[src/rtl/lvl_irq_router.sv]
module lvl_irq_router #(
  parameter int NUM_LINES = 32,
  parameter int NUM_CPUS  = 2,
  localparam int NUM_W    = NUM_LINES / 32,
  localparam int CPU_W    = (NUM_CPUS > 1) ? $clog2(NUM_CPUS) : 1,
  localparam int ADDR_W   = CPU_W + 3
) (
  input  logic                 clk,
  input  logic                 rst_n,
  input  logic [NUM_LINES-1:0] irq_in,
  input  logic                 bus_sel,
  input  logic                 bus_we,
  input  logic [ADDR_W-1:0]    bus_addr,
  input  logic [31:0]          bus_wdata,
  output logic [31:0]          bus_rdata,
  output logic [NUM_CPUS-1:0]  cpu_irq
);


  if (NUM_LINES != 32 && NUM_LINES != 64 && NUM_LINES != 128) begin : g_bad_lines
    $error("lvl_irq_router: NUM_LINES must be 32, 64 or 128");
  end

  localparam logic [2:0]     EN_END   = 3'(NUM_W);
  localparam logic [2:0]     ST_END   = 3'(2 * NUM_W);
  localparam bit             HAS_GAP  = (NUM_W < 4);
  localparam logic [CPU_W:0] CPU_LIM  = (CPU_W + 1)'(NUM_CPUS);

  logic [CPU_W-1:0] cpu_idx;
  logic [2:0]       off;
  logic             cpu_ok, off_gap, wr_en;

  assign cpu_idx = bus_addr[ADDR_W-1:3];
  assign off     = bus_addr[2:0];
  assign cpu_ok  = {1'b0, cpu_idx} < CPU_LIM;
  assign off_gap = HAS_GAP && (off >= ST_END);
  assign wr_en   = bus_sel && bus_we;

  logic [NUM_LINES-1:0]                irq_q;
  logic [NUM_CPUS-1:0][NUM_LINES-1:0] en;

  always_ff @(posedge clk) begin
    if (!rst_n) irq_q <= '0;
    else        irq_q <= irq_in;
  end

  always_ff @(posedge clk) begin
    if (!rst_n) begin
      en <= '0;
    end else if (wr_en) begin
      for (int c = 0; c < NUM_CPUS; c++)
        for (int j = 0; j < NUM_W; j++)
          if (cpu_idx == CPU_W'(c) && off == 3'(NUM_W - 1 - j))
            en[c][32*j +: 32] <= bus_wdata;
    end
  end

  always_comb begin
    bus_rdata = '0;
    for (int c = 0; c < NUM_CPUS; c++)
      for (int j = 0; j < NUM_W; j++)
        if (cpu_idx == CPU_W'(c)) begin
          if (off == 3'(NUM_W - 1 - j))
            bus_rdata = en[c][32*j +: 32];
          else if (off == 3'(2 * NUM_W - 1 - j))
            bus_rdata = en[c][32*j +: 32] & irq_q[32*j +: 32];
        end
  end

  for (genvar c = 0; c < NUM_CPUS; c++) begin : g_cpu
    assign cpu_irq[c] = |(en[c] & irq_q);


    masked_cpu_quiet_chk: assert property (@(posedge clk) disable iff (!rst_n)
      (en[c] == '0) |-> !cpu_irq[c]);


    idle_lines_quiet_chk: assert property (@(posedge clk) disable iff (!rst_n)
      ($past(irq_in) == '0) |-> !cpu_irq[c]);

    for (genvar j = 0; j < NUM_W; j++) begin : g_word

      en_replace_chk: assert property (@(posedge clk) disable iff (!rst_n)
        (wr_en && cpu_idx == CPU_W'(c) && off == 3'(NUM_W - 1 - j))
        |=> (en[c][32*j +: 32] == $past(bus_wdata)));
    end
  end


  status_wr_ignored_chk: assert property (@(posedge clk) disable iff (!rst_n)
    (wr_en && off >= EN_END) |=> $stable(en));


  unmapped_rd_zero_chk: assert property (@(posedge clk) disable iff (!rst_n)
    (off_gap || !cpu_ok) |-> (bus_rdata == '0));


  foreign_cpu_wr_chk: assert property (@(posedge clk) disable iff (!rst_n)
    (wr_en && !cpu_ok) |=> $stable(en));

endmodule

[config.mk]
export PLATFORM = sky130hd
export DESIGN_NAME = lvl_irq_router
export DESIGN_NICKNAME = d
export VERILOG_FILES = /design/src/rtl/lvl_irq_router.sv
export SDC_FILE = /design/constraint.sdc
export NUM_CORES = 1
export LEC_CHECK = 0
export BUFFER_PORTS_ARGS = -buffer_cell sky130_fd_sc_hd__buf_2
export CORE_UTILIZATION = 57
export DETAILED_ROUTE_END_ITERATION = 12
export PLACE_DENSITY = 0.82
export SLEW_MARGIN = 30
export SYNTH_ARGS = -nofsm -noshare
export SYNTH_HDL_FRONTEND = slang
export SYNTH_SLANG_ARGS = --single-unit
export TNS_END_PERCENT = 50
[constraint.sdc]
create_clock -name clk -period 5 [get_ports clk]
set_input_delay 1 -clock clk [delete_from_list [all_inputs] [get_ports clk]]
set_output_delay 1 -clock clk [all_outputs]
set_load 0.005 [all_outputs]
======== After elaboration in Yosys (flattened, before gate mapping) ========
Index checks and enable logic that the tools add are counted.
W data, S select, Z words.
word-level totals
  register bits after elaboration ......... 96
  bits in latches ......................... 0
  RAM bits ................................ 0
  bits in read-only memories .............. 0
  input port bits ......................... 72
  memories ................................ 0
cells by class
  add/subtract/negate cells ............... 0
  multiply operators ...................... 0
  div/mod/pow operators ................... 0
  $lt $le $gt $ge ......................... 0
  equality and inequality tests ........... 1
  shifts and indexed selects .............. 0
  mux-type cells .......................... 6
  bitwise logic cells ..................... 3
  reductions and logical operators ........ 8
operators by type and width
  kind                  number
  $mux W32              6
  $and A32 B32 Y32      2
  $reduce_or A32 Y1     2
  $reduce_and A2 Y1     2
  $eq A3 B1 Y1 const B  1
  $logic_and A1 B1 Y1   3
  $logic_not A3 Y1      1
  $not A1 Y1            1

======== Depth between registers and ports, before layout ========
  word-level depth ........................ 7
  mapped depth ............................ 6
  depth with buffers taken out ............ 3

======== Least setup slack after synthesis ========
No wires, ideal clock.
  kind .................................... input port to output port
  from .................................... in bus_addr[2]
  to ...................................... out bus_rdata[10]
  arrival ................................. 1,769 ps
  required time ........................... 4,000 ps
  path slack .............................. 2,231 ps
  stages on the path ...................... 4
  buffers on the path ..................... 2
  cells stage by stage .................... or2_1 buf_2 clkbuf_1 nor3_1
on the way
  longest elaborated chain between the ends .. 7
  elaborated cells on any way between the ends .. 8
  classes of those cells .................. eq/ne: 1; mux: 6; reduce/logical: 1
ends and longest elaborated chain
  element             RTL line  source
  start: declaration  13        input logic [ADDR_W-1:0] bus_addr,
  $eq A3 B1 Y1        65        else if (off == 3'(2 * NUM_W - 1 - j))
  $mux W32            65
  $mux W32            63        if (off == 3'(NUM_W - 1 - j))
  $mux W32            62        if (cpu_idx == CPU_W'(c)) begin
  $mux W32            65
  $mux W32            63
  $mux W32 *          62
  end: declaration    15        output logic [31:0] bus_rdata,
Every way passes the cells marked *; elsewhere a longest branch is shown, timed or not.

======== Final worst setup path ========
  from .................................... in bus_addr[2]
  to ...................................... out bus_rdata[7]
The elaborated chain is that of the path after synthesis.

==> qor.yml <==
r2r-end: "en[42]"
place_ws_ns: 1.68
cts.path.max_buffers: 2
crit_end: "bus_rdata[7]"
setup_viol: 0
synth-seq-cells: 96
final_cell_mix: "buf_2, nand2_1, mux2i_1, dfxtp_1"
status: "finished clean"
tritoncts: "done"
ys_warn_count: 0
timing.setup.tns_ns: 0
antenna_left: 0
switching_share_pct: 24.2
drt_pass1_iterations: 5
grt_max_degree: 129
clkTransAtPathRegs_ns: 0.09
final_nets: 619
path_class: "input port to output pin"
worstPathArrival_ns: 2.01
worst-path-buf-inv: 3
drv_slew: 0
p_sw_mw: 0.339
clk-insertion-delay-late_ns: 0.35
hold_violations: 0
maxSlewHeadroom_pct: 46.3
cts_htree_levels: 3
timing.rr.start: "en[42]"
mostFrequentLayoutCell: "buf_2"
power.total_mw: 1.41
clockPowerShare_pct: 35.5
rsz0062_at_grt: "false"
io_buffers: 105
first_global_vias: 3502
antenna_found_initial: 0
cts_setup_buffers: 0
via_per_inst: 5.50
syn-cell-area_um2: 4330
drc: 0
cp-start-kind: "input port"
syn_avg_cell_area_um2: 9.36
initial_utilization_pct: 59.4
path_cells: "buf_2 -> or2_1 -> buf_4 -> nor3_1 -> buf_2"
fp.dieW_um: 89.2
p_comb_share_pct: 7.7
p_per_area_nw_per_um2: 281
vias: 3581
cp-startpoint: "bus_addr[2]"
crit_family: "buffers and inverters"
place.detailed.hpwl_um: 7310
worst_hold_path_type: "flop to flop"
ir_drop_mv: 0.179
post_cts_resize_count: 0
num_rows: 31
drtIter0Drc: 194
worst_pin_slew_ns: 0.805
max_stage_delay_ns: 0.27
min_period_ns: 3.01
numCtsBuffers: 9
skew_ns: 0
max_cap_viol_count: 0
root_buffer: "clkbuf_8"
worst-path-max-fanout: 34
final_layout_size_suffix_gt1_share_pct: 21.9
synthesis.nets: 535
grt_overflow: 0
required_ns: 4.00
die_y_um: 89.2
cts.sinks: 96
cts_hold_buf: 0
dieArea_um2: 7960
pin_count: 106
routedWlPerCell_um: 16.3
seq_area_frac_synth_pct: 44.3
drt_wl_total_um: 10600
post-route-period-util_pct: 60.1
reg2regPathDepth: 2
diodes: 0
synthCells: 463
seqPwrFrac_pct: 56.8
crit_slowest_cell: "nor3_1"
critPathCaptureType: "output pin"
ys_types: 15
core_um2: 7290
r2r_slack_ns: 4.26
syn_to_final_growth_pct: 15.3
layout_setup_ws_ns: 1.99
grtUsageTotal_pct: 28.1
grt_pass1_wl_um: 16700
clock.fmax_mhz: 333
cp_common_cell: "buf_2"
p_leak_nw: 2.51
place_congestion: 0.864
critical_path_depth: 5
internal-power_mw: 1.07
-- logic make-up after synthesis --
family,after synthesis,share of synthesized area [%]
DFF,96,44.3
AOI/OAI and AO/OA,32,5.54
buffers and inverters,33,4.47
and+or+nand+nor,206,23.5
muxes,96,22.2
-- power by group through the flow --
stage	sequential (mW)	clock, mW	combinational [mW]
floorplan	0.809	0	0.0684
CTS	0.797	0.506	0.109
global placement	0.814	0	0.106
detailed placement	0.815	0	0.109
global route	0.800	0.541	0.120
finish	0.798	0.499	0.109
-- per-stage QoR --
stage	utilization [%]	cell area [um2]	std cells	hold WS (ns)
6_report	68.5	5000	651	0.479
4_1_cts	68.5	5000	651	0.486
5_1_grt	68.5	5000	651	0.512
3_5_place_dp	65.9	4810	635	0.472
3_3_place_gp	65.8	4800	635	0.461
2_1_floorplan	-	4330	463	0.450
-- state kept, by name, indices dropped and copies added (netlist names) --
signal / count
en: 64
irq_q: 32
-- final cells by class --
cell class / instances / area, um2
multi-input cells: 334 / 2220
repair buffers: 106 / 542
fillers: 631 / 2290
flip-flops and latches: 96 / 1920
well taps: 99 / 124
clock buffers: 12 / 135
clock inverters: 4 / 53.8
-- routing by layer --
metal / wire length, um / up-vias / GRT usage, %
met2: 5060 / 134 / 46.5
met5: 0 / - / 0
li1: - / 1757 / -
met1: 4690 / 1673 / 36.4
met3: 687 / 17 / 5.91
met4: 203 / 0 / 9.96
-- worst reg2reg max path: cells and delay by family (launching register included) --
family	cells	cell delay, ns
simple gates	1	0.10
mux	1	0.18
flops	1	0.39
-- Yosys cell counts --
cell type | count | area (um2)
a22oi_1 | 32 | 240
and2_1 | 32 | 200
buf_2 | 5 | 25.0
buf_6 | 4 | 45.0
buf_8 | 3 | 45.0
clkbuf_1 | 21 | 78.8
dfxtp_1 | 96 | 1920
mux2i_1 | 96 | 961
nand2_1 | 97 | 364
nand4_1 | 8 | 50.1
nor2b_1 | 32 | 200
nor3_1 | 32 | 160
or2_1 | 1 | 6.26
or4_1 | 3 | 22.5
or4b_4 | 1 | 13.8
-- worst min-delay path by stage --
stage | endpoint | startpoint | slack (ns) | cells after the start
2_1_floorplan | en[0] | en[0] | 0.45 | 2
3_3_place_gp | en[13] | en[13] | 0.46 | 2
3_5_place_dp | en[0] | en[0] | 0.47 | 2
4_1_cts | en[45] | en[45] | 0.49 | 2
5_1_grt | en[38] | en[38] | 0.51 | 2
6_report | en[45] | en[45] | 0.48 | 2
Note: power is estimated with default switching activity, not from simulation.
